File: config.mk
export PLATFORM = sky130hd
export DESIGN_NAME = pm_minterm_engine
export DESIGN_NICKNAME = d
export VERILOG_FILES = /design/src/rtl/pm_pkg.sv /design/src/rtl/pm_pin_sync.sv /design/src/rtl/pm_slice.sv /design/src/rtl/pm_term_combine.sv /design/src/rtl/pm_minterm_engine.sv
export SDC_FILE = /design/constraint.sdc
export NUM_CORES = 1
export LEC_CHECK = 0
export ABC_AREA = 1
export BUFFER_PORTS_ARGS = -buffer_cell sky130_fd_sc_hd__buf_2
export CAP_MARGIN = 25
export CORE_MARGIN = 1.5
export CORE_UTILIZATION = 45
export DETAILED_ROUTE_END_ITERATION = 16
export PLACE_DENSITY = 0.66
export SYNTH_ARGS = -nofsm -noshare
export SYNTH_HDL_FRONTEND = slang
export SYNTH_SLANG_ARGS = --single-unit
export TNS_END_PERCENT = 5
File: constraint.sdc
create_clock -name clk -period 4.7 [get_ports clk]
set_input_delay 0.705 -clock clk [delete_from_list [all_inputs] [get_ports clk]]
set_output_delay 0.705 -clock clk [all_outputs]
set_load 0.02 [all_outputs]
File: src/rtl/pm_pkg.sv
package pm_pkg;
  typedef enum logic [2:0] {
    PM_TRUE   = 3'd0,
    PM_RISE   = 3'd1,
    PM_FALL   = 3'd2,
    PM_EITHER = 3'd3,
    PM_HIGH   = 3'd4,
    PM_LOW    = 3'd5,
    PM_FALSE  = 3'd6,
    PM_EVENT  = 3'd7
  } pm_cond_e;

  localparam int unsigned PM_COND_W = 3;
endpackage

File: src/rtl/pm_pin_sync.sv
module pm_pin_sync #(
  parameter int unsigned NPINS = 16
) (
  input  logic             clk,
  input  logic             rst_n,
  input  logic [NPINS-1:0] pin_raw,
  output logic [NPINS-1:0] pin_cur,
  output logic [NPINS-1:0] pin_prev
);
  logic [NPINS-1:0] meta_q;

  for (genvar p = 0; p < NPINS; p++) begin : g_pin
    always_ff @(posedge clk or negedge rst_n) begin
      if (!rst_n) begin
        meta_q[p]   <= 1'b0;
        pin_cur[p]  <= 1'b0;
        pin_prev[p] <= 1'b0;
      end else begin
        meta_q[p]   <= pin_raw[p];
        pin_cur[p]  <= meta_q[p];
        pin_prev[p] <= pin_cur[p];
      end
    end


    sync_depth_chk: assert property (@(posedge clk) disable iff (!rst_n)
      (pin_cur[p] != pin_prev[p]) |-> (pin_prev[p] == $past(pin_cur[p])));
  end
endmodule

File: src/rtl/pm_slice.sv
module pm_slice
  import pm_pkg::*;
#(
  parameter int unsigned NPINS = 16,
  parameter int unsigned SELW  = 4
) (
  input  logic             clk,
  input  logic             rst_n,
  input  logic             rearm,
  input  logic [NPINS-1:0] pin_cur,
  input  logic [NPINS-1:0] pin_prev,
  input  logic [SELW-1:0]  sel,
  input  pm_cond_e         mode,
  output logic             hit
);
  logic cur_bit, prv_bit, rose, fell, edge_match, latch_q;

  always_comb begin
    cur_bit = 1'b0;
    prv_bit = 1'b0;
    if (32'(sel) < NPINS) begin
      cur_bit = pin_cur[sel];
      prv_bit = pin_prev[sel];
    end
  end

  assign rose = cur_bit & ~prv_bit;
  assign fell = ~cur_bit & prv_bit;

  always_comb begin
    unique case (mode)
      PM_RISE:   edge_match = rose;
      PM_FALL:   edge_match = fell;
      PM_EITHER: edge_match = rose | fell;
      default:   edge_match = 1'b0;
    endcase
  end

  always_ff @(posedge clk or negedge rst_n) begin
    if (!rst_n)     latch_q <= 1'b0;
    else if (rearm) latch_q <= 1'b0;
    else            latch_q <= latch_q | edge_match;
  end

  always_comb begin
    unique case (mode)
      PM_TRUE:                     hit = 1'b1;
      PM_RISE, PM_FALL, PM_EITHER: hit = (latch_q & ~rearm) | edge_match;
      PM_HIGH:                     hit = cur_bit;
      PM_LOW:                      hit = ~cur_bit;
      PM_FALSE:                    hit = 1'b0;
      PM_EVENT:                    hit = cur_bit ^ prv_bit;
      default:                     hit = 1'b0;
    endcase
  end


  sticky_hold_chk: assert property (@(posedge clk) disable iff (!rst_n)
    (latch_q && !rearm) |=> latch_q);

  rearm_clear_chk: assert property (@(posedge clk) disable iff (!rst_n)
    $past(rearm) |-> !latch_q);

  latch_mode_chk: assert property (@(posedge clk) disable iff (!rst_n)
    $rose(latch_q) |-> ($past(mode) inside {PM_RISE, PM_FALL, PM_EITHER}));
endmodule

File: src/rtl/pm_term_combine.sv
module pm_term_combine #(
  parameter int unsigned NSLICE = 8
) (
  input  logic              clk,
  input  logic              rst_n,
  input  logic [NSLICE-1:0] hits,
  input  logic [NSLICE-2:0] ends,
  output logic [NSLICE-1:0] term_irq,
  output logic              match_any
);
  logic [NSLICE-1:0] ep_eff, acc, term_d;

  for (genvar i = 0; i < NSLICE; i++) begin : g_chain
    if (i == NSLICE - 1) begin : g_last
      assign ep_eff[i] = 1'b1;
    end else begin : g_mid
      assign ep_eff[i] = ends[i];
    end
    if (i == 0) begin : g_first
      assign acc[i] = hits[i];
    end else begin : g_next
      assign acc[i] = ep_eff[i-1] ? hits[i] : (acc[i-1] & hits[i]);
    end
    assign term_d[i] = acc[i] & ep_eff[i];
  end

  always_ff @(posedge clk or negedge rst_n) begin
    if (!rst_n) begin
      term_irq  <= '0;
      match_any <= 1'b0;
    end else begin
      term_irq  <= term_d;
      match_any <= |term_d;
    end
  end


  match_or_chk: assert property (@(posedge clk) disable iff (!rst_n)
    match_any == (|term_irq));

  for (genvar i = 0; i < NSLICE; i++) begin : g_chk

    closer_true_chk: assert property (@(posedge clk) disable iff (!rst_n)
      term_irq[i] |-> $past(hits[i]));
    if (i < NSLICE - 1) begin : g_ep

      endpoint_only_chk: assert property (@(posedge clk) disable iff (!rst_n)
        term_irq[i] |-> $past(ends[i]));
    end
  end
endmodule

File: src/rtl/pm_minterm_engine.sv
module pm_minterm_engine
  import pm_pkg::*;
#(
  parameter int unsigned NPINS  = 16,
  parameter int unsigned NSLICE = 8,
  parameter int unsigned SELW   = (NPINS > 1) ? $clog2(NPINS) : 1
) (
  input  logic                        clk,
  input  logic                        rst_n,
  input  logic [NPINS-1:0]            pin_in,
  input  logic [NSLICE*SELW-1:0]      cfg_sel,
  input  logic [NSLICE*PM_COND_W-1:0] cfg_cond,
  input  logic [NSLICE-2:0]           cfg_end,
  input  logic                        rearm,
  output logic [NSLICE-1:0]           term_irq,
  output logic                        match_any
);
  logic [NPINS-1:0]  pin_cur, pin_prev;
  logic [NSLICE-1:0] hits;

  pm_pin_sync #(.NPINS(NPINS)) u_sync (
    .clk      (clk),
    .rst_n    (rst_n),
    .pin_raw  (pin_in),
    .pin_cur  (pin_cur),
    .pin_prev (pin_prev)
  );

  for (genvar s = 0; s < NSLICE; s++) begin : g_slice
    pm_slice #(.NPINS(NPINS), .SELW(SELW)) u_slice (
      .clk      (clk),
      .rst_n    (rst_n),
      .rearm    (rearm),
      .pin_cur  (pin_cur),
      .pin_prev (pin_prev),
      .sel      (cfg_sel[s*SELW +: SELW]),
      .mode     (pm_cond_e'(cfg_cond[s*PM_COND_W +: PM_COND_W])),
      .hit      (hits[s])
    );
  end

  pm_term_combine #(.NSLICE(NSLICE)) u_terms (
    .clk       (clk),
    .rst_n     (rst_n),
    .hits      (hits),
    .ends      (cfg_end),
    .term_irq  (term_irq),
    .match_any (match_any)
  );
endmodule

==> metrics.yaml <==
run_status:
  status: "complete, no violations"
yosys:
  netlist_instances: 740
  ys_ff_latch: 65
  syn-num-nets: 838
  seq_area_frac_synth_pct: 32.2
  yosysWarnings: 0
  synth.avg_cell_area_um2: 6.82
  synthesis.area_um2: 5050
  yosysUniqueCellTypes: 32
floorplan:
  row_count: 38
  core_um2: 10900
  initial_utilization_pct: 46.4
  io_pins: 91
  fp.dieArea_um2: 11900
  die_x_um: 109
  die_h_um: 109
cts:
  post_cts_buffers: 0
  h-tree-depth: 3
  ctsResizeCount: 0
  hold_buffers: 0
  numCtsBuffers: 9
  clkTransAtPathRegs_ns: 0.09
  cts_root_buf: "clkbuf_8"
  cts_tree: "yes"
  clockBufferDepth: 2
  clkSinkCount: 65
  clkLatencyLatePin_ns: 0.37
sta:
  finalMaxSlewViolations: 0
  min_period_ns: 3.08
  finalHoldViolCount: 0
  fmax_ghz: 0.325
  setup_viol: 0
  maxSlewHeadroom_pct: 56.6
  clock_skew_ns: 0.0158
  worst_pin_slew_ns: 0.651
  rsz0062_at_grt: "no"
  whs_ns: 0.352
  final.setup.worst_slack_ns: 1.62
  finalSetupTns_ns: 0
  min_period_over_period_pct: 65.4
critical_path:
  reg2reg_from: "u_sync.pin_prev[5]$_DFF_PN0_"
  path_max_fanout: 23
  crit_top_cell: "nand2_1"
  critPathSlowestCell: "buf_2"
  crit_start: "cfg_sel[0]"
  crit_path_end_kind: "register"
  cp.arrival_ns: 3.33
  path_class: "primary input to register"
  crit_path_cell_trace: "buf_2 > inv_2 > o21ai_0 > o21ai_0 > o221ai_1 > nand2_1 > ha_1 > o211ai_1 > o21ai_1 > nand4_2 > nand2_2 > nand2_2 > nand2_2 > nand2_2 > nand2_1 > nand2_1 > nand2_1 > nand2_1 > nand2_1 > nand2_1 > nand3_1 > nand2_1 > inv_1 > nand2_1"
  max_stage_delay_ns: 0.31
  startpoint_type: "primary input"
  required_ns: 4.95
finish:
  final_area_um2: 5690
  final_util_pct: 52.2
  drive_gt1_share_pct: 16.7
  final_common_cell: "nand2_1"
  diodes: 0
  layout.cells.most_common_list: "nand2_1, buf_2, o21ai_0, inv_1, a21oi_1"
  finalNonFillerCells: 949
  areaGrowthSynthToFinish_pct: 12.6
  nets: 902
min_path:
  hold_class: "primary input to asynchronous set/reset pin"
pwr:
  power.density_nw_per_um2: 274
  irDropWorstVdd_mv: 0.249
  cellLeakagePower_nw: 2.84
  total_power_mw: 1.56
placed_design:
  dpl_cell_area_um2: 5480
  place_ws_ns: 1.24
  portBuffers: 90
  gp_congestion: 0.910
  dp_hpwl_um: 11000
  dpl.cell_count: 933
run:
  cap_violations: 0
global_route:
  track_usage_pct: 27.6
  grt_max_degree: 41
  grt_overflow_total: 0
  grt_pass1_wl_um: 24200
  first_global_vias: 4901
  antenna_found_initial: 0
routing:
  drc: 0
  avgRoutedWirePerCell_um: 16.7
  viasPerCell: 5.72
  ant_nets: 0
  finalWirelength_um: 15800
  via_count: 5428
  drt_iter0_drc: 465
  dr.pass1.iters: 6
sequential cells by signal, summed over array words and instances, names as in the netlist:
register	count
g_slice.u_slice.latch_q	8
u_terms.term_irq	8
u_sync.pin_cur	16
u_sync.meta_q	16
u_terms.match_any	1
u_sync.pin_prev	16
final cells by class:
cell class / instances / area (um2)
Fill cell: 1112 / 5200
Clock buffer: 10 / 138
Inverter: 99 / 372
Timing Repair Buffer: 91 / 458
Multi-Input combinational cell: 538 / 2850
Sequential cell: 65 / 1630
Clock inverter: 6 / 72.6
Tap cell: 140 / 175
final timing paths:
check | end | slack (ns) | cells after the start
min in group clk | u_sync.pin_cur[2]$_DFF_PN0_ | 0.35 | 0
worst min register to register | u_sync.pin_cur[2]$_DFF_PN0_ | 0.35 | 0
worst max-delay path | u_terms.match_any$_DFF_PN0_ | 1.62 | 24
max in group asynchronous | u_terms.term_irq[2]$_DFF_PN0_ | 3.38 | 2
worst max register to register | u_terms.match_any$_DFF_PN0_ | 1.75 | 24
worst min-delay path | u_sync.meta_q[14]$_DFF_PN0_ | 0.35 | 1
critical path, delay by kind of cell:
| family | cells | cell delay [ns] |
|---|---|---|
| compound gates | 5 | 0.76 |
| fa+ha+maj | 1 | 0.30 |
| buf+inv | 3 | 0.52 |
| simple gates | 15 | 1.04 |
report_power, final:
group	switching (mW)	total [mW]	internal, mW
sequential	0.0346	0.629	0.594
clock	0.249	0.514	0.265
combinational	0.268	0.413	0.145
total	0.552	1.56	1.00
routing by layer:
layer | part of all wire [%] | track usage (%) | vias to the layer above
met1 | 42 | 34.2 | 2477
met3 | 6.4 | 5.44 | 60
li1 | - | - | 2674
met5 | 0 | 0 | -
met4 | 5.8 | 18.3 | 0
met2 | 45 | 43.3 | 217
cells by family after synthesis:
group,after synthesis,synth area share (%)
buf+inv,137,11.4
flops,65,32.2
simple gates,273,23.9
fa+ha+maj,16,3.96
compound gates,249,28.5
synth_stat cells, drive strengths merged:
cell type,instances,area share [%]
o221ai,14,2.4
o2111ai,1,0.17
o311ai,1,0.17
a21oi,81,8.0
dfrtp,65,32
inv,98,7.3
a31oi,6,0.74
or2,3,0.37
o211ai,39,5.8
a221oi,1,0.17
nand3,77,8.2
nor3,6,0.59
nand3b,2,0.30
buf,22,2.9
clkbuf,16,1.2
o31ai,5,0.74
nand4,3,0.50
nor2,35,2.6
o32ai,1,0.17
nand2,147,11
a2111oi,1,0.17
a211oi,1,0.15
o21ai,98,9.7
ha,16,4.0
clkinv,1,0.074
No activity file was read; power rests on OpenSTA's default activity.
